--- config.mk ---
export PLATFORM = sky130hd
export DESIGN_NAME = phy_init_monitor
export DESIGN_NICKNAME = d
export VERILOG_FILES = /design/src/rtl/pim_pkg.sv /design/src/rtl/pim_cmd_former.sv /design/src/rtl/pim_window_timer.sv /design/src/rtl/pim_outcome_latch.sv /design/src/rtl/phy_init_monitor.sv
export SDC_FILE = /design/constraint.sdc
export NUM_CORES = 1
export LEC_CHECK = 0
export BUFFER_PORTS_ARGS = -buffer_cell sky130_fd_sc_hd__buf_2
export CORE_MARGIN = 4
export CORE_UTILIZATION = 56
export CTS_CLUSTER_SIZE = 12
export DETAILED_ROUTE_END_ITERATION = 7
export GPL_ROUTABILITY_DRIVEN = 1
export PLACE_DENSITY = 0.82
export RECOVER_POWER = 50
export SYNTH_ARGS = -nofsm -noshare
export SYNTH_HDL_FRONTEND = slang
export SYNTH_SLANG_ARGS = --single-unit
--- constraint.sdc ---
create_clock -name clk -period 3.3 [get_ports clk]
set_input_delay 0.165 -clock clk [delete_from_list [all_inputs] [get_ports clk]]
set_output_delay 0.165 -clock clk [all_outputs]
set_load 0.02 [all_outputs]
--- src/rtl/pim_pkg.sv ---
// Shared types for the PHY initialization monitor.
// Assumes: five PHY error flags, fixed bit order given in the brief.
package pim_pkg;
    localparam int ERR_N = 5;

    typedef enum logic [1:0] {
        ST_IDLE   = 2'd0,
        ST_SETTLE = 2'd1,
        ST_POLL   = 2'd2
    } pim_state_e;
endpackage

--- src/rtl/pim_cmd_former.sv ---
// Builds the PHY command word from the requested step word.
// Assumes: INIT_BIT and DRST_BIT are distinct positions below STEP_W.
module pim_cmd_former #(
    parameter int STEP_W   = 16,
    parameter int INIT_BIT = 0,
    parameter int DRST_BIT = 7
) (
    input  logic [STEP_W-1:0] step_i,
    input  logic              ddr3_i,
    output logic [STEP_W-1:0] cmd_o
);
    // Force the init request and let the DRAM type own the reset request bit.
    always_comb begin
        cmd_o           = step_i;
        cmd_o[INIT_BIT] = 1'b1;
        cmd_o[DRST_BIT] = ddr3_i;
    end
endmodule

--- src/rtl/pim_window_timer.sv ---
// Shared phase counter: flags the last cycle of the settle window and of
// the poll window. Assumes clr_i restarts counting from zero.
module pim_window_timer #(
    parameter int SETTLE_CYC  = 10,
    parameter int TIMEOUT_CYC = 100_000_000
) (
    input  logic clk,
    input  logic rst_n,
    input  logic clr_i,
    input  logic en_i,
    output logic settle_end_o,
    output logic poll_end_o
);
    localparam int LIM   = (SETTLE_CYC > TIMEOUT_CYC) ? SETTLE_CYC : TIMEOUT_CYC;
    localparam int CNT_W = $clog2(LIM + 1);
    localparam logic [CNT_W-1:0] SET_LAST = CNT_W'(SETTLE_CYC - 1);
    localparam logic [CNT_W-1:0] TO_LAST  = CNT_W'(TIMEOUT_CYC - 1);

    logic [CNT_W-1:0] cnt_q;

    // Count cycles within the current phase.
    always_ff @(posedge clk) begin
        if (!rst_n)     cnt_q <= '0;
        else if (clr_i) cnt_q <= '0;
        else if (en_i)  cnt_q <= cnt_q + 1'b1;
    end

    assign settle_end_o = (cnt_q == SET_LAST);
    assign poll_end_o   = (cnt_q == TO_LAST);


    cnt_range_chk: assert property (@(posedge clk) disable iff (!rst_n)
        en_i |-> (int'(cnt_q) < LIM));
endmodule

--- src/rtl/pim_outcome_latch.sv ---
// Sticky outcome registers: cleared on an accepted start, loaded once at
// the terminating edge. Assumes clr_i and cap_i never coincide.
module pim_outcome_latch #(
    parameter int ERR_N = 5
) (
    input  logic             clk,
    input  logic             rst_n,
    input  logic             clr_i,
    input  logic             cap_i,
    input  logic             done_i,
    input  logic [ERR_N-1:0] err_i,
    input  logic             timeout_i,
    output logic             done_o,
    output logic [ERR_N-1:0] err_o,
    output logic             fatal_o
);
    // Hold the last run's outcome.
    always_ff @(posedge clk) begin
        if (!rst_n || clr_i) begin
            done_o  <= 1'b0;
            err_o   <= '0;
            fatal_o <= 1'b0;
        end else if (cap_i) begin
            done_o  <= done_i;
            err_o   <= err_i;
            fatal_o <= timeout_i;
        end
    end


    fatal_excl_chk: assert property (@(posedge clk) disable iff (!rst_n)
        fatal_o |-> (!done_o && err_o == '0));
endmodule

--- src/rtl/phy_init_monitor.sv ---
// Issues one PHY init/training command, waits SETTLE_CYC clocks, then polls
// done/error flags every cycle until one appears or TIMEOUT_CYC samples pass.
// Assumes the PHY status inputs are synchronous to clk.
module phy_init_monitor #(
    parameter int STEP_W      = 16,
    parameter int INIT_BIT    = 0,
    parameter int DRST_BIT    = 7,
    parameter int SETTLE_CYC  = 10,
    parameter int TIMEOUT_CYC = 100_000_000
) (
    input  logic              clk,
    input  logic              rst_n,
    input  logic              start_i,
    input  logic [STEP_W-1:0] step_i,
    input  logic              ddr3_i,
    input  logic              phy_done_i,
    input  logic [4:0]        phy_err_i,
    output logic [STEP_W-1:0] phy_cmd_o,
    output logic              phy_cmd_valid_o,
    output logic              busy_o,
    output logic              done_o,
    output logic [4:0]        err_code_o,
    output logic              fatal_o
);
    import pim_pkg::*;

    pim_state_e        state_q;
    logic [STEP_W-1:0] cmd_word;
    logic              settle_end, poll_end;
    logic              accept, polling, seen, finish;

    pim_cmd_former #(.STEP_W(STEP_W), .INIT_BIT(INIT_BIT), .DRST_BIT(DRST_BIT)) former_i (
        .step_i (step_i),
        .ddr3_i (ddr3_i),
        .cmd_o  (cmd_word)
    );

    assign accept  = (state_q == ST_IDLE) && start_i;
    assign polling = (state_q == ST_POLL);
    assign seen    = phy_done_i || (|phy_err_i);
    assign finish  = polling && (seen || poll_end);

    pim_window_timer #(.SETTLE_CYC(SETTLE_CYC), .TIMEOUT_CYC(TIMEOUT_CYC)) timer_i (
        .clk          (clk),
        .rst_n        (rst_n),
        .clr_i        ((state_q == ST_IDLE) || ((state_q == ST_SETTLE) && settle_end)),
        .en_i         (state_q != ST_IDLE),
        .settle_end_o (settle_end),
        .poll_end_o   (poll_end)
    );

    // Run sequencer and command register.
    always_ff @(posedge clk) begin
        if (!rst_n) begin
            state_q         <= ST_IDLE;
            phy_cmd_o       <= '0;
            phy_cmd_valid_o <= 1'b0;
        end else begin
            phy_cmd_valid_o <= 1'b0;
            case (state_q)
                ST_IDLE: if (start_i) begin
                    phy_cmd_o       <= cmd_word;
                    phy_cmd_valid_o <= 1'b1;
                    state_q         <= ST_SETTLE;
                end
                ST_SETTLE: if (settle_end) state_q <= ST_POLL;
                ST_POLL:   if (seen || poll_end) state_q <= ST_IDLE;
                default:   state_q <= ST_IDLE;
            endcase
        end
    end

    pim_outcome_latch #(.ERR_N(ERR_N)) latch_i (
        .clk       (clk),
        .rst_n     (rst_n),
        .clr_i     (accept),
        .cap_i     (finish),
        .done_i    (phy_done_i),
        .err_i     (phy_err_i),
        .timeout_i (!seen),
        .done_o    (done_o),
        .err_o     (err_code_o),
        .fatal_o   (fatal_o)
    );

    assign busy_o = (state_q != ST_IDLE);


    issue_init_chk: assert property (@(posedge clk) disable iff (!rst_n)
        phy_cmd_valid_o |-> phy_cmd_o[INIT_BIT]);

    issue_pulse_chk: assert property (@(posedge clk) disable iff (!rst_n)
        phy_cmd_valid_o |=> !phy_cmd_valid_o);

    busy_start_ignore_chk: assert property (@(posedge clk) disable iff (!rst_n)
        (busy_o && start_i) |=> !phy_cmd_valid_o);

    sticky_hold_chk: assert property (@(posedge clk) disable iff (!rst_n)
        (!busy_o && !start_i) |=> $stable({done_o, err_code_o, fatal_o}));

    busy_issue_chk: assert property (@(posedge clk) disable iff (!rst_n)
        phy_cmd_valid_o |-> busy_o);
endmodule

# Word-level counts from Yosys, hierarchy flattened
# Cells that the tools add are included.
# Widths: inputs -> output; s select.
[classes]
add_sub_neg = 1
eq_ne = 7
mux = 5
bitwise_logic = 1
reduce_logical = 16
[op_table]
columns = ["operator", "count"]
rows = [
  ["$add 27x1->27 const B", 1],
  ["$eq 27x27->1 const B", 1],
  ["$eq 27x4->1 const B", 1],
  ["$mux 2", 3],
  ["$pmux 2 s3", 1],
  ["$reduce_or 5->1", 1],
  ["$logic_or 1x1->1", 4],
  ["$ne 2x2->1 const B", 2],
  ["$reduce_and 2->1", 2],
  ["$logic_and 1x1->1", 3],
  ["$reduce_and 3->1", 1],
  ["$eq 2x1->1 const B", 1],
  ["$eq 2x2->1 const B", 1],
  ["$logic_not 1->1", 2],
  ["$logic_not 2->1", 1],
  ["$ne 2x1->1 const B", 1],
  ["$reduce_bool 2->1", 1],
  ["$reduce_or 2->1", 1],
  ["$mux 1", 1],
  ["$not 1->1", 1],
]
[word_totals]
register_bits = 53
input_bits = 26
out_inout_bits = 25
elab_cells = 37

# Logic depth before layout (Yosys ltp)
# Gate-level depths: netlist of run 1.
[depth]
ltp_word = 5
ltp_mapped = 7
ltp_nobuf = 6

# By module
# Synthesis of run 1 repeated with hierarchy kept, for this count alone.
[unflattened]
cells_unflattened = 295
area_unflattened_um2 = 2519.9
[by_module_without_submodules]
columns = ["mod", "instances", "cells_each", "area_per_inst_um2", "seq_area_each_um2"]
rows = [
  ["pim_window_timer", 1, 168, 1377.6, 540.5],
  ["phy_init_monitor", 1, 87, 764.5, 380.4],
  ["pim_outcome_latch", 1, 23, 254.0, 140.1],
  ["pim_cmd_former", 1, 17, 123.9, 0.0],
]

# Worst setup path before layout of run 1
# No wires, ideal clock.
[synth_path]
kind = "flip-flop to flip-flop"
start = "register timer_i.cnt_q[0]"
end = "register timer_i.cnt_q[24]"
setup_ns = 0.095
t_arrival_ns = 1.963
required_ns = 3.205
slack_ns = 1.241
path_stages_with_launch = 6
n_path_buf = 0
synth_period_minus_slack_ns = 2.059
path_cell_list = "dfxtp_1 > ha_1 > nand3_1 > or4_4 > or4_1 > a221oi_1"
[synth_via]
elab_chain_len = 4
word_cells_on_any_way = 5
classes_between = "add/sub: 1; eq/ne: 1; reduce/logical: 3"
[synth_lines]
columns = ["item", "line", "source"]
rows = [
  ["from (decl)", "pim_window_timer.sv:19", "logic [CNT_W-1:0] cnt_q;"],
  ["from (signal assigned)", "pim_window_timer.sv:25", "else if (en_i) cnt_q <= cnt_q + 1'b1;"],
  ["branches (longest 4 deep; another with $add 27x1->27)", "-", ""],
]
# Several ways; the timed one is not identified.
# A chain may end at the register's enable or synchronous reset.

# Final worst setup path of run 1
# Ends and elaborated chain as after synthesis.

==> results of run 1 <==
## synth_stat cells, types with 2 or more instances
| cell type | number |
|---|---|
| nand4_1 | 5 |
| and4_2 | 2 |
| a21oi_1 | 5 |
| or4_1 | 8 |
| nor3_1 | 4 |
| o21ai_0 | 9 |
| inv_1 | 8 |
| a211oi_1 | 17 |
| nand2_1 | 11 |
| o31ai_1 | 7 |
| nor4_1 | 4 |
| buf_6 | 2 |
| a221oi_2 | 3 |
| ha_1 | 2 |
| or3_1 | 7 |
| dfxtp_1 | 53 |
| nand3_1 | 16 |
| nor4b_1 | 2 |
| xor2_1 | 5 |
| a22o_1 | 15 |
| clkbuf_1 | 13 |
| nor2_1 | 12 |
| or4_4 | 3 |
| a221oi_1 | 11 |
| xnor2_1 | 6 |
| o2111ai_1 | 3 |
| and4_1 | 4 |
## final cells by class
class                   instances  area (um2)
fillers                       351        1370
multi-input cells             170        1210
flip-flops and latches         53        1060
repair buffers                 51         228
clock buffers                   5        68.8
well taps                      50        62.6
inverters                       9        33.8
clock inverters                 3        28.8
## report_power, final
part	switching, mW	internal (mW)	leakage [nW]
combinational	0.0576	0.0292	0.388
sequential	0.00933	0.654	0.430
clock	0.230	0.159	0.0506
total	0.297	0.842	0.868
## layer usage
layer / vias up / global-route usage / part of all wire
li1: 1061 / - / -
met1: 1079 / 0.277 / 0.44
met2: 55 / 0.326 / 0.50
met3: 8 / 0.0386 / 0.048
met4: 0 / 0.0799 / 0.016
met5: - / 0 / 0
## worst max-delay path, delay by kind of cell, from the launching register on
kind / cells / cell delay [ns]
buf+inv: 1 / 0.94
simple gates: 2 / 0.44
compound gates: 2 / 0.40
flops: 1 / 0.44
fa+ha+maj: 1 / 0.18
## cells in the final DEF, fill, tap and decap left out, types with 4 or more instances in the layout
cell type  count
a221oi_1      11
a211oi_1      17
a21oi_1        5
o31ai_1        7
clkbuf_1      26
or3_1          7
nor2_1        12
xnor2_1        6
a22o_1        15
buf_2         23
nand3_1       16
and4_1         4
o21ai_0        9
nand4_1        5
or4_1          8
nor4_1         4
nor3_1         4
nand2_1       11
inv_1          8
dfxtp_1       53
clkbuf_8       5
xor2_1         5
## registers in the layout, summed over array words and instances, names as in the netlist
| name | count |
|---|---|
| latch_i.done_o | 1 |
| latch_i.err_o | 5 |
| latch_i.fatal_o | 1 |
| phy_cmd_o | 16 |
| phy_cmd_valid_o | 1 |
| state_q | 2 |
| timer_i.cnt_q | 27 |
## worst min path at each step
stage                           from                          to  slack, ns  cells after the start
after global placement        ddr3_i   phy_cmd_o[7]$_SDFFE_PN0P_       0.37                      2
after detailed placement   step_i[6]   phy_cmd_o[6]$_SDFFE_PN0P_       0.38                      2
after global routing       step_i[6]   phy_cmd_o[6]$_SDFFE_PN0P_       0.05                      2
final                      step_i[2]   phy_cmd_o[2]$_SDFFE_PN0P_       0.05                      2
after floorplan                rst_n   phy_cmd_o[0]$_SDFFE_PN0P_       0.28                      1
after CTS                 step_i[15]  phy_cmd_o[15]$_SDFFE_PN0P_       0.04                      2
## cells by family (layout without fill, tap and decap cells)
group	after synthesis	after routing	share of synthesized area
XOR/XNOR	11	11	0.0405
buffers and inverters	26	68	0.0494
AO/OA/AOI/OAI	75	75	0.248
AND/OR/NAND/NOR	82	82	0.207
adder cells (fa/ha/maj)	2	2	0.0105
flip-flops	53	53	0.446
==> flow_summary.ini, run 1 <==
[layout]
final_util = 0.663
fin_nets = 318
layout-drive-gt1-share = 0.162
area_growth_syn_to_layout_pct = 12.9
antenna_cells = 0
stdcell_area_mm2 = 0.00269
fin_cells = 341

[synth]
synth_area_leaders = dfxtp_1 (45%), a22o_1 (5.5%), a211oi_1 (5.4%), a221oi_1 (4.0%), nand3_1 (3.4%)
synth_edf_count = 0
yosysTopAreaCell = dfxtp_1
ys_seq_area_frac = 0.446
synth_top_area_share = 0.446
synth_warnings = 0
netlist_area_mm2 = 0.00238
ys.flop_type = dfxtp_1
ys_ff_latch = 53
synth_cell_types = 39
syn_nets = 277
syn-mean-instance-area_um2 = 9.56
synth_cells = 249
synthArstFlopShare = 0

[timing]
fmax_ghz = 0.387
setup_violations = 0
drv_slew = 0
rsz0062_at_grt = false
hold_viol = 0
fin_ws_ns = 0.719
skew_ns = 0.00732
whs_ns = 0.0482
setup_tns_ns = 0
fin_crit_ns = 2.58
tightestPinTransition_ns = 1.28
fin_crit_sh = 0.782
slew_headroom = 0.149

[clocking]
clkSinkCount = 53
cts_setup_buffers = 0
clk_latency_ns = 0.31
postCtsHoldBufs = 0
cts_buffers = 5
cts_tree = built
ctsResizeCount = 0
cts.clk_slew.worst_paths_ns = 0.10
cts_max_level = 2
root_buffer = clkbuf_8
clk_path_buf_depth = 2

[floorplanning]
die_h_um = 73.2
core_mm2 = 0.00406
die_w_um = 73.2
num_rows = 23
initial_core_util = 0.587
io_pins = 51
die_area_mm2 = 0.00536

[worst_setup_path]
path_cells = ha_1, nor4b_1, nand3_1, o21ai_2, clkbuf_1, a221oi_1
cp.required_ns = 3.44
timing.rr.start = timer_i.cnt_q[0]$_SDFFE_PP0P_
rr_worst_depth = 6
rrSetupSlack_ns = 0.72
startpoint = timer_i.cnt_q[0]$_SDFFE_PP0P_
crit_slowest_cell = clkbuf_1
end_kind = flip-flop
crit_type = flip-flop to flip-flop
crit_fanout = 27
r2r-end = timer_i.cnt_q[24]$_SDFFE_PP0P_
cp.arrival_ns = 2.72
cp-start-kind = flip-flop
critPathCapture = timer_i.cnt_q[24]$_SDFFE_PP0P_
critPathMaxStageDelay_ns = 0.94

[placed_design]
numPortBuffers = 48
post-place-cells = 333
hpwlAfterDp_um = 3590
placed_cell_area_mm2 = 0.00263
dp_worst_setup_slack_ns = 1.02
place.gp.congestion = 0.793

[global_route]
grt_max_degree = 31
antenna_found_initial = 0
grt_pass1_wl_um = 8810
grt_pass1_vias = 1957
gr-usage-all-layers = 0.206
globalRoute.totalOverflow = 0

[power]
ir_worst_vdd_v = 0.000284
p_leak_nw = 0.868
powerDensity_mw_per_mm2 = 424
p_total_mw = 1.14

[routing]
ant_nets = 0
drt_wl_total_um = 5190
firstDrtPassIters = 5
via_count = 2203
route.detailed.drc = 0
drt-wirelength-per-cell_um = 15.2
drt_iter0_drc = 142
viasPerCell = 6.46

[status]
status = finished, final reports clean

[worst_hold_path]
hold_path_class = input port to flip-flop

[flow_run]
drv_cap = 0
(Power assumes the default switching activity.)
==> run 2, diff against run 1 <==
--- a/config.mk
+++ b/config.mk
@@ -5,13 +5,14 @@
 export SDC_FILE = /design/constraint.sdc
 export NUM_CORES = 1
 export LEC_CHECK = 0
+export ABC_AREA = 1
 export BUFFER_PORTS_ARGS = -buffer_cell sky130_fd_sc_hd__buf_2
 export CORE_MARGIN = 4
-export CORE_UTILIZATION = 56
+export CORE_UTILIZATION = 54
 export CTS_CLUSTER_SIZE = 12
 export DETAILED_ROUTE_END_ITERATION = 7
 export GPL_ROUTABILITY_DRIVEN = 1
-export PLACE_DENSITY = 0.82
+export PLACE_DENSITY = 0.79
 export RECOVER_POWER = 50
 export SYNTH_ARGS = -nofsm -noshare
 export SYNTH_HDL_FRONTEND = slang
==> constraint.sdc (replaced) <==
create_clock -name clk -period 2.55 [get_ports clk]
set_input_delay 0.1275 -clock clk [delete_from_list [all_inputs] [get_ports clk]]
set_output_delay 0.1275 -clock clk [all_outputs]
set_load 0.02 [all_outputs]
==> run 2 against run 1 <==
  * First-iteration DRC count decreased by 22%
  * Sequential power increased by 29%
  * Clock power increased by 28%
  * Clock skew increased by 0.0031 ns
  * Routed wire length increased by 2.3%
  * Setup slack got worse by 0.10 ns
  * Cell count increased by 30%
  * Area after synthesis increased by 5.1%
  * Cell area increased by 4.3%
==> flow_summary.ini, run 2 <==
[layout]
seqCellArea_mm2 = 0.00106
antenna_cells = 0
fin_nets = 418
largest_reg_flops = 27
final_cell_mix = nand2_1 (68), nor2_1 (62), dfxtp_1 (53)
multi_input_comb_area_mm2 = 0.00121
fillCellCount = 398
area_growth_syn_to_layout_pct = 12.1
fin_cells = 443
regMostFlops = timer_i.cnt_q
final_common_cell = nand2_1
layout-drive-gt1-share = 0.146
largest_registers = timer_i.cnt_q (27), phy_cmd_o (16), latch_i.err_o (5)

[placed_design]
numPortBuffers = 48
hpwlAfterDp_um = 3920
dp_worst_setup_slack_ns = 0.739
place.gp.congestion = 0.880
post-place-cells = 435

[synth]
synth_cell_types = 27
synth_cells = 339
synth_top_area_share = 0.424
synthArstFlopShare = 0
ys_seq_area_frac = 0.424
ys_ff_latch = 53
netlist_area_mm2 = 0.00250
syn-mean-instance-area_um2 = 7.38
synth_common_cells = nand2_1 (65), nor2_1 (60), dfxtp_1 (53)
synth_edf_count = 0
syn_nets = 367
synth_area_leaders = dfxtp_1 (42%), nand2_1 (9.8%), nor2_1 (9.0%), inv_1 (5.7%), a22o_1 (5.3%)
synth_warnings = 0
ys.flop_type = dfxtp_1
yosysTopAreaCell = dfxtp_1
yosysMostFrequentCell = nand2_1

[worst_setup_path]
rr_worst_depth = 8
cp.arrival_ns = 2.13
crit_fanout = 22
cp-start-kind = flip-flop
crit_type = flip-flop to flip-flop
timing.rr.start = timer_i.cnt_q[0]$_SDFFE_PP0P_
rrSetupSlack_ns = 0.62
end_kind = flip-flop
cp.required_ns = 2.74
r2r-end = timer_i.cnt_q[24]$_SDFFE_PP0P_

[routing]
ant_nets = 0
via_count = 2232
drt_wl_total_um = 5310
drt-wirelength-per-cell_um = 12.0
viasPerCell = 5.04
drt_iter0_drc = 111
route.detailed.drc = 0
firstDrtPassIters = 5

[status]
status = finished, final reports clean

[clocking]
ctsResizeCount = 0
cts_max_level = 2
postCtsHoldBufs = 0
clkSinkCount = 53
cts_buffers = 5
clk_latency_ns = 0.32
root_buffer = clkbuf_8
cts.clk_slew.worst_paths_ns = 0.10
cts_tree = built
cts_setup_buffers = 0
clk_path_buf_depth = 2

[timing]
slew_headroom = 0.597
fin_ws_ns = 0.617
fin_crit_sh = 0.758
skew_ns = 0.0105
whs_ns = 0.0243
drv_slew = 0
hold_viol = 0
setup_violations = 0
fin_crit_ns = 1.93
tightestPinTransition_ns = 0.604
fmax_ghz = 0.517
rsz0062_at_grt = false
setup_tns_ns = 0

[floorplanning]
core_mm2 = 0.00441
io_pins = 51
die_h_um = 76.1
num_rows = 24
die_w_um = 76.1
die_area_mm2 = 0.00579
initial_core_util = 0.567

[global_route]
grt_max_degree = 23
gr-usage-all-layers = 0.191
grt_pass1_vias = 2090
grt_pass1_wl_um = 9230
antenna_found_initial = 0
globalRoute.totalOverflow = 0

[power]
ir_worst_vdd_v = 0.000424
p_leak_nw = 1.12
p_seq_frac = 0.583
powerDensity_mw_per_mm2 = 525
swShare = 0.262
p_total_mw = 1.47
p_clk_frac = 0.338
intPower_mw = 1.09
p_switching_mw = 0.386
pwr-share-comb = 0.079

[worst_hold_path]
hold_path_class = input port to flip-flop
worstHoldStart = step_i[12]
hold_end = phy_cmd_o[12]$_SDFFE_PN0P_
hold_path_depth = 2

[flow_run]
drv_cap = 0
-- run 2: cell count changes after synthesis, moves of 8 or more --
| cell | change |
|---|---|
| a21oi_1 | +10 |
| or4_1 | -8 |
| inv_1 | +30 |
| a211oi_1 | -17 |
| nand2_1 | +54 |
| nor2_2 | +8 |
| nor2_1 | +48 |
| clkbuf_1 | -13 |
| a221oi_1 | -11 |
-- run 2: kinds of logic after synthesis --
logic type	Yosys count	synth area share
fa+ha+maj	2	0.0100
simple gates	195	0.370
flops	53	0.424
xor+xnor	8	0.0280
buf+inv	46	0.0745
compound gates	35	0.0935
-- run 2: power groups by stage --
stage | sequential (mW) | combinational, mW | clock [mW]
final | 0.858 | 0.116 | 0.498
after global routing | 0.862 | 0.129 | 0.548
after CTS | 0.858 | 0.125 | 0.510
after detailed placement | 0.877 | 0.125 | 0
after global placement | 0.877 | 0.123 | 0
after floorplan | 0.900 | 0.0539 | 0
-- run 2: worst max-delay path by stage --
stage,startpoint,cells past startpoint,end
6_report,timer_i.cnt_q[0]$_SDFFE_PP0P_,8,timer_i.cnt_q[24]$_SDFFE_PP0P_
3_5_place_dp,timer_i.cnt_q[0]$_SDFFE_PP0P_,8,timer_i.cnt_q[16]$_SDFFE_PP0P_
4_1_cts,timer_i.cnt_q[0]$_SDFFE_PP0P_,8,timer_i.cnt_q[24]$_SDFFE_PP0P_
3_3_place_gp,timer_i.cnt_q[0]$_SDFFE_PP0P_,8,timer_i.cnt_q[24]$_SDFFE_PP0P_
5_1_grt,timer_i.cnt_q[0]$_SDFFE_PP0P_,8,timer_i.cnt_q[17]$_SDFFE_PP0P_
2_1_floorplan,timer_i.cnt_q[0]$_SDFFE_PP0P_,9,timer_i.cnt_q[16]$_SDFFE_PP0P_
-- run 2: final cells by class --
type | count | share of cell area
clock buffers | 5 | 0.0245
inverters | 41 | 0.0549
repair buffers | 49 | 0.0776
flip-flops and latches | 53 | 0.378
multi-input cells | 240 | 0.432
clock inverters | 3 | 0.00892
well taps | 52 | 0.0232
-- run 2: critical path, stage by stage, from the launching register on --
cell and delay [ns]:
dfxtp_1 0.40, ha_1 0.16, inv_1 0.04, nor2_1 0.07, nand4_1 0.10, nor2_1 0.17, nand3_1 0.29, nand2_2 0.48
nor2_1 0.10
-- run 2: layer usage --
layer / wire length (um) / GRT usage / up-vias / part of all wire
met1: 2380 / 0.248 / 980 / 0.45
met5: 0 / 0 / - / 0
li1: - / - / 1190 / -
met2: 2550 / 0.301 / 51 / 0.48
met4: 131 / 0.0909 / 0 / 0.025
met3: 255 / 0.0402 / 11 / 0.048
-- run 2: through the flow --
step / utilization / cell area (um2)
after floorplan: - / 2500
after global placement: 0.630 / 2780
after detailed placement: 0.630 / 2780
after CTS: 0.652 / 2880
after global routing: 0.635 / 2800
final: 0.635 / 2800
==> run 3, diff against run 2 <==
--- a/config.mk
+++ b/config.mk
@@ -8,11 +8,11 @@
 export ABC_AREA = 1
 export BUFFER_PORTS_ARGS = -buffer_cell sky130_fd_sc_hd__buf_2
 export CORE_MARGIN = 4
-export CORE_UTILIZATION = 54
+export CORE_UTILIZATION = 49
 export CTS_CLUSTER_SIZE = 12
 export DETAILED_ROUTE_END_ITERATION = 7
 export GPL_ROUTABILITY_DRIVEN = 1
-export PLACE_DENSITY = 0.79
+export PLACE_DENSITY = 0.75
 export RECOVER_POWER = 50
 export SYNTH_ARGS = -nofsm -noshare
 export SYNTH_HDL_FRONTEND = slang
==> constraint.sdc (replaced) <==
create_clock -name clk -period 1.6 [get_ports clk]
set_input_delay 0.08 -clock clk [delete_from_list [all_inputs] [get_ports clk]]
set_output_delay 0.08 -clock clk [all_outputs]
set_load 0.02 [all_outputs]
==> run 3 against run 2 <==
  * The run now ends with hold timing left
  * Routed wire length increased by 12%
  * Clock power increased by 54%
  * Critical path depth fell by 1
  * Die area rose by 9.1%
  * Setup slack got worse by 0.51 ns
  * Sequential cell count unchanged
  * Clock-buffer cell count did not move
  * Clock skew is 0.0040 ns lower
  * Combinational power up 100%
  * Cell count increased by 8.6%
  * Sequential share of layout area down 3.5 points
  * Global-route usage is 0.20 points higher
  * Critical path type unchanged
  * Largest power group unchanged
  * Highest routed layer unchanged
==> flow_summary.ini, run 3 (synthesis gave the netlist of run 2 again) <==
[power]
swShare = 0.259
p_leak_nw = 1.25
p_clk_frac = 0.324
p_switching_mw = 0.613
powerDensity_mw_per_mm2 = 757
intPower_mw = 1.76
ir_worst_vdd_v = 0.000449
p_seq_frac = 0.578
pwr-share-comb = 0.098

[timing]
drv_slew = 0
setup_violations = 0
fmax_ghz = 0.671
fin_ws_ns = 0.110
hold_viol = 1
fin_crit_sh = 0.931
slew_headroom = 0.653
whs_ns = -0.00490
tightestPinTransition_ns = 0.519
setup_tns_ns = 0
skew_ns = 0.00651
fin_crit_ns = 1.49

[global_route]
globalRoute.totalOverflow = 0
grtUsageMet1 = 0.238
gr-usage-all-layers = 0.193
grt_pass1_wl_um = 9700
antenna_found_initial = 0
use_met2 = 0.329
grt_max_degree = 23
grt_pass1_vias = 2163
grt_use_met3 = 0.0440
busiest_layer = met2

[layout]
final_common_cell = nand2_1
antenna_cells = 0
area_growth_syn_to_layout_pct = 25.2
stdcell_area_mm2 = 0.00313
regMostFlops = timer_i.cnt_q
final_util = 0.646
layout-drive-gt1-share = 0.208
fin_nets = 441
final_cell_mix = nand2_1 (64), nor2_1 (58), dfxtp_1 (44)
fillCellCount = 440
largest_reg_flops = 27
largest_registers = timer_i.cnt_q (27), phy_cmd_o (16), latch_i.err_o (5)
fin_cells = 481

[clocking]
root_buffer = clkbuf_8
cts_tree = built
cts_buffers = 5
cts.clk_slew.worst_paths_ns = 0.10
clkSinkCount = 53
cts_max_level = 2
clk_path_buf_depth = 2
clk_latency_ns = 0.31

[floorplanning]
num_rows = 25
core_mm2 = 0.00485
die_area_mm2 = 0.00631
initial_core_util = 0.516
die_h_um = 79.5
die_w_um = 79.5
io_pins = 51

[placed_design]
place.gp.congestion = 0.848
post-place-cells = 455
numPortBuffers = 48
placed_cell_area_mm2 = 0.00285
dp_worst_setup_slack_ns = 0.0672
hpwlAfterDp_um = 4130

[worst_setup_path]
end_kind = flip-flop
cp-start-kind = flip-flop
crit_type = flip-flop to flip-flop
rrSetupSlack_ns = 0.11
cp.arrival_ns = 1.70
cp.required_ns = 1.81
timing.rr.start = state_q[1]$_SDFFE_PN0P_
rr_worst_depth = 7
r2r-end = timer_i.cnt_q[12]$_SDFFE_PP0P_
crit_fanout = 9

[status]
status = finished, violations left
violations = hold timing

[routing]
via_count = 2401
drt_wl_total_um = 5920
route.detailed.drc = 0
drt-wirelength-per-cell_um = 12.3
ant_nets = 0
viasPerCell = 4.99
firstDrtPassIters = 4
drt_iter0_drc = 94

[worst_hold_path]
hold_end = latch_i.err_o[0]$_SDFFE_PP0P_
hold_path_depth = 3
worstHoldStart = phy_err_i[0]
hold_path_class = input port to flip-flop

[flow_run]
drv_cap = 0
-- run 3: changes by cell type in the layout (fill, tap and decap cells not counted), sizes merged --
cell	delta
dlygate4sd3	+14
buf	+7
nand2	+1
clkbuf	+1
-- run 3: routing by layer --
layer | up-vias | share of wire
met1 | 1124 | 0.44
met3 | 8 | 0.031
met2 | 29 | 0.51
li1 | 1240 | -
met4 | 0 | 0.013
met5 | - | 0
-- run 3: final cells by class --
type,instances,area (um2),share of cell area
Clock buffer,5,68.8,0.0220
Inverter,41,154,0.0491
Sequential cell,53,1080,0.344
Clock inverter,3,21.3,0.00679
Multi-Input combinational cell,241,1300,0.415
Tap cell,67,83.8,0.0268
Timing Repair Buffer,71,428,0.137
-- run 3: worst max path at each step --
stage | startpoint | depth (start not counted) | end
2_1_floorplan | timer_i.cnt_q[0]$_SDFFE_PP0P_ | 9 | timer_i.cnt_q[16]$_SDFFE_PP0P_
3_3_place_gp | timer_i.cnt_q[0]$_SDFFE_PP0P_ | 9 | timer_i.cnt_q[26]$_SDFFE_PP0P_
3_5_place_dp | timer_i.cnt_q[0]$_SDFFE_PP0P_ | 9 | timer_i.cnt_q[26]$_SDFFE_PP0P_
4_1_cts | timer_i.cnt_q[0]$_SDFFE_PP0P_ | 9 | timer_i.cnt_q[26]$_SDFFE_PP0P_
5_1_grt | timer_i.cnt_q[16]$_SDFFE_PP0P_ | 10 | latch_i.err_o[0]$_SDFFE_PP0P_
6_report | state_q[1]$_SDFFE_PN0P_ | 7 | timer_i.cnt_q[12]$_SDFFE_PP0P_
-- run 3: worst max-delay path, cell delays in order (launching register included) --
cell and delay [ns]:
dfxtp_1 0.43, nor2_4 0.10, inv_2 0.15, nand3_2 0.12
nor2_4 0.23, buf_4 0.16, xor2_1 0.14, nor2_1 0.06
-- run 3: power by group through the flow --
stage                     sequential, mW  clock [mW]  combinational [mW]
after detailed placement            1.40           0               0.209
after CTS                           1.37       0.790               0.237
after global placement              1.40           0               0.205
after floorplan                     1.43           0              0.0860
after global routing                1.37       0.841               0.253
final                               1.37       0.769               0.233
-- run 3: per-stage QoR --
stage,hold slack (ns),power [mW]
after global routing,0.00211,2.47
final,-0.00490,2.37
after CTS,0.00134,2.40
after floorplan,0.193,1.52
after detailed placement,0.308,1.61
after global placement,0.302,1.60
-- run 3: what timing repair did --
action                                  4_1_cts  5_1_grt
resized for setup                             0       19
hold buffers                                 14        0
endpoints found under the setup margin        0       26
setup buffers                                 0        3
endpoints found under the hold margin        14        0
